<file path="config.mk">
export PLATFORM = sky130hd
export DESIGN_NAME = emask_unit
export DESIGN_NICKNAME = d
export VERILOG_FILES = /design/src/rtl/emask_pkg.sv /design/src/rtl/emask_sgrf.sv /design/src/rtl/emask_alu.sv /design/src/rtl/emask_exec_reg.sv /design/src/rtl/emask_unit.sv
export SDC_FILE = /design/constraint.sdc
export NUM_CORES = 2
export LEC_CHECK = 0
export ABC_AREA = 1
export ABC_CLOCK_PERIOD_IN_PS = 1900
export CORE_AREA = 2 2 381 383
export DETAILED_ROUTE_END_ITERATION = 16
export DIE_AREA = 0 0 383 385
export PLACE_DENSITY = 0.58
export REMOVE_ABC_BUFFERS = 1
export SETUP_SLACK_MARGIN = 0.02
export SYNTH_ARGS = -nofsm -noshare
export SYNTH_HDL_FRONTEND = slang
export SYNTH_SLANG_ARGS = --single-unit
</file>
<file path="constraint.sdc">
create_clock -name clk -period 1.9 [get_ports clk]
set_clock_uncertainty 0.15 [all_clocks]
set_input_delay 0.19 -clock clk [delete_from_list [all_inputs] [get_ports clk]]
set_output_delay 0.19 -clock clk [all_outputs]
set_load 0.005 [all_outputs]
</file>
<file path="src/rtl/emask_pkg.sv">
package emask_pkg;

  typedef enum logic [2:0] {
    OP_IDLE    = 3'd0,
    OP_IF      = 3'd1,
    OP_IF_KEEP = 3'd2,
    OP_ELSE    = 3'd3,
    OP_REJOIN  = 3'd4,
    OP_EXIT    = 3'd5,
    OP_LOOP    = 3'd6,
    OP_RSVD    = 3'd7
  } mask_op_e;

  localparam int DEF_LANES   = 64;
  localparam int DEF_NARROW  = 32;
  localparam int DEF_ENTRIES = 16;

endpackage

</file>
<file path="src/rtl/emask_sgrf.sv">
module emask_sgrf #(
  parameter int ENTRIES = 16,
  parameter int WIDTH   = 64,
  localparam int IDXW   = $clog2(ENTRIES)
) (
  input  logic             clk,
  input  logic             rst_n,
  input  logic             we,
  input  logic [IDXW-1:0]  waddr,
  input  logic [WIDTH-1:0] wdata,
  input  logic [IDXW-1:0]  raddr,
  output logic [WIDTH-1:0] rdata
);

  logic [WIDTH-1:0] entry_q [ENTRIES];

  for (genvar g = 0; g < ENTRIES; g++) begin : g_entry
    always_ff @(posedge clk or negedge rst_n) begin
      if (!rst_n)
        entry_q[g] <= '0;
      else if (we && (waddr == IDXW'(g)))
        entry_q[g] <= wdata;
    end
  end

  assign rdata = entry_q[raddr];

endmodule

</file>
<file path="src/rtl/emask_alu.sv">
module emask_alu
  import emask_pkg::*;
#(
  parameter int LANES  = 64,
  parameter int NARROW = 32
) (
  input  mask_op_e         op,
  input  logic             narrow,
  input  logic             premasked,
  input  logic [LANES-1:0] exec_cur,
  input  logic [LANES-1:0] cond,
  input  logic [LANES-1:0] saved,
  output logic [LANES-1:0] exec_nxt,
  output logic             exec_en,
  output logic [LANES-1:0] wb_val,
  output logic             wb_en
);

  function automatic logic [LANES-1:0] lane_window(input logic nar);
    logic [LANES-1:0] m;
    for (int i = 0; i < LANES; i++) m[i] = !nar || (i < NARROW);
    return m;
  endfunction

  function automatic logic [LANES-1:0] f_if_mask(input logic [LANES-1:0] e, c);
    return e & c;
  endfunction

  function automatic logic [LANES-1:0] f_residue(input logic [LANES-1:0] e, n);
    return e ^ n;
  endfunction

  function automatic logic [LANES-1:0] f_else_mask(input logic [LANES-1:0] e, s);
    return (e | s) ^ e;
  endfunction

  function automatic logic [LANES-1:0] f_rejoin(input logic [LANES-1:0] e, s);
    return e | s;
  endfunction

  function automatic logic [LANES-1:0] f_exit(input logic [LANES-1:0] e, c, s,
                                              input logic pm);
    return s | (pm ? c : (e & c));
  endfunction

  function automatic logic [LANES-1:0] f_loop(input logic [LANES-1:0] e, s);
    return e & ~s;
  endfunction

  logic [LANES-1:0] win;
  logic [LANES-1:0] raw_exec;
  logic [LANES-1:0] raw_wb;

  assign win = lane_window(narrow);

  always_comb begin
    raw_exec = exec_cur;
    raw_wb   = '0;
    exec_en  = 1'b0;
    wb_en    = 1'b0;
    unique case (op)
      OP_IF: begin
        raw_exec = f_if_mask(exec_cur, cond);
        raw_wb   = f_residue(exec_cur, raw_exec);
        exec_en  = 1'b1;
        wb_en    = 1'b1;
      end
      OP_IF_KEEP: begin
        raw_exec = f_if_mask(exec_cur, cond);
        raw_wb   = exec_cur;
        exec_en  = 1'b1;
        wb_en    = 1'b1;
      end
      OP_ELSE: begin
        raw_exec = f_else_mask(exec_cur, saved);
        raw_wb   = exec_cur;
        exec_en  = 1'b1;
        wb_en    = 1'b1;
      end
      OP_REJOIN: begin
        raw_exec = f_rejoin(exec_cur, saved);
        exec_en  = 1'b1;
      end
      OP_EXIT: begin
        raw_wb   = f_exit(exec_cur, cond, saved, premasked);
        wb_en    = 1'b1;
      end
      OP_LOOP: begin
        raw_exec = f_loop(exec_cur, saved);
        exec_en  = 1'b1;
      end
      default: begin
        raw_exec = exec_cur;
      end
    endcase
  end

  assign exec_nxt = (raw_exec & win) | (exec_cur & ~win);
  assign wb_val   = raw_wb & win;

endmodule

</file>
<file path="src/rtl/emask_exec_reg.sv">
module emask_exec_reg #(
  parameter int LANES  = 64,
  parameter int NARROW = 32
) (
  input  logic             clk,
  input  logic             rst_n,
  input  logic             load,
  input  logic             narrow,
  input  logic [LANES-1:0] exec_nxt,
  output logic [LANES-1:0] exec_q,
  output logic             empty_q,
  output logic             nonempty_q
);

  logic any_active;

  assign any_active = narrow ? (|exec_nxt[NARROW-1:0]) : (|exec_nxt);

  always_ff @(posedge clk or negedge rst_n) begin
    if (!rst_n) begin
      exec_q     <= '1;
      empty_q    <= 1'b0;
      nonempty_q <= 1'b1;
    end else if (load) begin
      exec_q     <= exec_nxt;
      empty_q    <= !any_active;
      nonempty_q <= any_active;
    end
  end

endmodule

</file>
<file path="src/rtl/emask_unit.sv">
module emask_unit
  import emask_pkg::*;
#(
  parameter int LANES   = DEF_LANES,
  parameter int NARROW  = DEF_NARROW,
  parameter int ENTRIES = DEF_ENTRIES,
  localparam int IDXW   = $clog2(ENTRIES)
) (
  input  logic             clk,
  input  logic             rst_n,
  input  logic             cmd_valid,
  input  logic [2:0]       cmd_op,
  input  logic             cmd_narrow,
  input  logic             cond_premasked,
  input  logic [LANES-1:0] cond,
  input  logic [IDXW-1:0]  rd_idx,
  input  logic [IDXW-1:0]  wr_idx,
  output logic [LANES-1:0] exec_mask,
  output logic             wb_valid,
  output logic [LANES-1:0] wb_data,
  output logic             br_empty,
  output logic             br_nonempty
);

  mask_op_e         op_dec;
  logic [LANES-1:0] saved_rd;
  logic [LANES-1:0] exec_nxt;
  logic [LANES-1:0] wb_val;
  logic             alu_exec_en;
  logic             alu_wb_en;
  logic             exec_load;
  logic             rf_we;

  assign op_dec    = mask_op_e'(cmd_op);
  assign exec_load = cmd_valid && alu_exec_en;
  assign rf_we     = cmd_valid && alu_wb_en;

  emask_sgrf #(.ENTRIES(ENTRIES), .WIDTH(LANES)) u_rf (
    .clk   (clk),
    .rst_n (rst_n),
    .we    (rf_we),
    .waddr (wr_idx),
    .wdata (wb_val),
    .raddr (rd_idx),
    .rdata (saved_rd)
  );

  emask_alu #(.LANES(LANES), .NARROW(NARROW)) u_alu (
    .op        (op_dec),
    .narrow    (cmd_narrow),
    .premasked (cond_premasked),
    .exec_cur  (exec_mask),
    .cond      (cond),
    .saved     (saved_rd),
    .exec_nxt  (exec_nxt),
    .exec_en   (alu_exec_en),
    .wb_val    (wb_val),
    .wb_en     (alu_wb_en)
  );

  emask_exec_reg #(.LANES(LANES), .NARROW(NARROW)) u_exec (
    .clk        (clk),
    .rst_n      (rst_n),
    .load       (exec_load),
    .narrow     (cmd_narrow),
    .exec_nxt   (exec_nxt),
    .exec_q     (exec_mask),
    .empty_q    (br_empty),
    .nonempty_q (br_nonempty)
  );

  always_ff @(posedge clk or negedge rst_n) begin
    if (!rst_n) begin
      wb_valid <= 1'b0;
      wb_data  <= '0;
    end else begin
      wb_valid <= rf_we;
      if (rf_we) wb_data <= wb_val;
    end
  end

endmodule

</file>
==> metrics.txt <==
fmax 432 MHz; Area growth syn-to-layout 33.1%; CTS root buf clkbuf_16; detailed-placement wirelength estimate 140 mm; worst hold path class in -> reg; share of the synthesized area in the top cell type 47.9%; Clock Latency Late Sink 800 ps; Core ar. 143000 um2; Distinct cells, synth 25; TNS Setup -3270 ps; Synth area leader dfrtp_1; main combinational cell family by area after synthesis simple AND/OR/NAND/NOR gates; most common cell in the netlist nand2_1; Synth area leaders dfrtp_1 48%, nand2_1 17%, o21ai_0 8.9%; fin nets 8364; Adder-Cell Fraction of Synth Area 0%; WP data required 2460 ps; CP startpoint kind register; Async S/R FF share, synth 100%; MaxCap Viol Count 0; IO Pins 211; pre-CTS setup slack -1490 ps; number of global-route vias before repair 52731; status finished with violations; Post-Syn Area 57000 um2; die width 383 um; max-slew violations 0; mean post-synth cell area 7.51 um2; CP Class reg -> reg; Die ar. 147000 um2; remaining antenna violation count 0; hold depth 5; Data arrival, critical path 2880 ps; Worst-path clk slew 60 ps; Setup violations, final 43; CTS tree done; total wire length 221 mm; Avg WL per Cell 21.4 um; Cells after Synth 7586; Max-slew headroom 35.8%; row cnt 139; Synth top cells by count 2590 x nand2_1, 1090 x dfrtp_1, 1010 x o21ai_0, 589 x nand3_1, 521 x inv_1; drt pass-1 iters 6; static leakage 36.7 nW; number of synthesized flops with an enable pin 0; mux cell area share after synthesis 0%; DP Cell Count 9896; post-route clock period utilization 122%; Initial Util 39.8%; min Tclk post-route 2320 ps; DR vias 55656; CTS Sinks 1155; Peak VDD IR 663 uV; total CTS buffers 136; reg2reg path depth 17; clock buffer depth 3; fin cells 10300; DR iter-0 viols 6163; sequential share of the synthesized area 50.9%; vias per inst 5.40; Compound-Gate Fraction of Synth Area 16.0%; worst hold slack 53.6 ps; worst reg2reg setup slack -420 ps; #FFs+latches synth 1155; Final Wtd Congestion 0.904; global-route wire length before repair 327 mm; Synth Flop Type dfrtp_1; Die H 385 um; RSZ-0062 raised after global routing yes; critical path fanouts, max 2; layout cell share with drive strength beyond 1 19.7%; largest net degree at the start of global routing 79; DRC Markers 0; number of fill cells 13455; Post-Synth XOR/XNOR Area 0%; Post-Synth Simple-Gate Area 25.4%; H-tree levels 4; YS warnings 0; nature of the critical path endpoint register; GRT overflow 0; final hold violations 0; Slew @ Worst Pin 960 ps; final setup margin -417 ps; failing checks setup timing; GRT Overall Usage 29.0%; Finished Core Util 52.9%; initial antenna violation count 3; Cell Pwr Density 970 nW/um2; IO buf count 210
[cells by family (layout without fill, tap and decap cells)]
family          Yosys count  in the layout
buf+inv                1113           1919
compound gates         1685           1688
flops                  1155           1155
other cells               0              2
simple gates           3633           3633
[stage by stage]
stage	total power, mW	area [um2]
2_1_floorplan	37.0	54600
3_3_place_gp	44.9	67900
3_5_place_dp	45.2	67900
4_1_cts	73.0	73800
5_1_grt	76.9	75800
6_report	73.5	75800
[critical path, cell delays in order, from the launching register on]
cell	delay, ps
dfrtp_1	380
nor2_1	120
nor2_1	70
o21ai_1	80
nand3_1	110
nand3_2	150
nand2_2	90
nand2_1	60
nand2_1	50
nand2_1	70
nand2_1	60
nor2_1	90
nand2_1	80
nor2_2	130
nand2_2	110
o21ai_4	260
nand2_1	100
nand2_1	70
[sequential cells by signal, summed over array words and instances, names as in the netlist]
register and cells:
u_exec.empty_q 1, u_exec.exec_q 64, u_exec.nonempty_q 1, wb_data 64, wb_valid 1, u_rf.entry_q 1024
[report_power, final]
group	switching (mW)	total (mW)	internal, mW
clock network	10.8	26.7	15.8
registers	1.65	30.0	28.4
logic	9.31	16.8	7.49
[cell type report]
cell class / instances / area, um2 / area share [%]
Inverter: 545 / 2110 / 2.78
Clock inverter: 31 / 362 / 0.477
Clock buffer: 218 / 4170 / 5.50
Sequential cell: 1155 / 29000 / 38.2
Multi-Input combinational cell: 5321 / 25100 / 33.1
Antenna cell: 2 / 5.00 / 0.00660
Tap cell: 1903 / 2380 / 3.14
Timing Repair Buffer: 1124 / 12700 / 16.8
Timing Repair inverter: 1 / 6.26 / 0.00825
[placed cells by master, fill, tap and decap left out, types with 6 or more instances in the layout]
| cell | n |
|---|---|
| clkinv_2 | 20 |
| clkbuf_8 | 34 |
| inv_6 | 6 |
| buf_6 | 141 |
| nor2_1 | 385 |
| nand2_2 | 52 |
| a21oi_1 | 231 |
| buf_4 | 564 |
| dfstp_2 | 65 |
| o21ai_1 | 245 |
| o21ai_2 | 121 |
| o21ai_0 | 820 |
| nor2_2 | 11 |
| buf_12 | 233 |
| clkbuf_16 | 167 |
| o21ai_4 | 17 |
| nand2_4 | 15 |
| bufinv_16 | 6 |
| buf_2 | 9 |
| dfrtp_1 | 1087 |
| o211ai_1 | 165 |
| nand2_1 | 2523 |
| a31oi_1 | 64 |
| inv_4 | 10 |
| inv_1 | 507 |
| nand3_2 | 89 |
| clkdlybuf4s50_1 | 71 |
| inv_2 | 20 |
| nand3_1 | 498 |
| a21oi_2 | 22 |
| clkbuf_1 | 43 |
| nor3_1 | 31 |
| dlygate4sd2_1 | 60 |
| nor2_4 | 24 |
[path summary, 6_finish.rpt]
path / to / start
min in group asynchronous: u_rf.entry_q[27]$_DFFE_PN0P_ / rst_n
hold / removal: u_exec.exec_q[38]$_DFFE_PN1P_ / cond[38]
setup / recovery: u_exec.empty_q$_DFFE_PN0P_ / u_rf.entry_q[868]$_DFFE_PN0P_
setup reg to reg: u_exec.empty_q$_DFFE_PN0P_ / u_rf.entry_q[868]$_DFFE_PN0P_
hold reg to reg: wb_data[14]$_DFFE_PN0P_ / wb_data[14]$_DFFE_PN0P_
max in group asynchronous: u_exec.exec_q[36]$_DFFE_PN1P_ / rst_n
[repair_timing]
| action | 4_1_cts | 5_1_grt |
|---|---|---|
| hold buffers | 5 | 0 |
| setup buffers | 93 | 29 |
| pin swaps | 18 | 107 |
| gates resized for setup | 591 | 450 |
| setup endpoints to repair | 1184 | 1063 |
| gates cloned | 6 | 29 |
| hold endpoints to repair | 1149 | 0 |
[layer usage]
metal / track usage [%] / up-vias / share of wire [%]
li1: - / 25968 / -
met2: 46.4 / 2323 / 46
met1: 39.9 / 26897 / 43
met5: 0 / - / 0.0036
met3: 4.35 / 466 / 7.3
met4: 11.0 / 2 / 3.8
No activity file was read; power rests on OpenSTA's default activity.
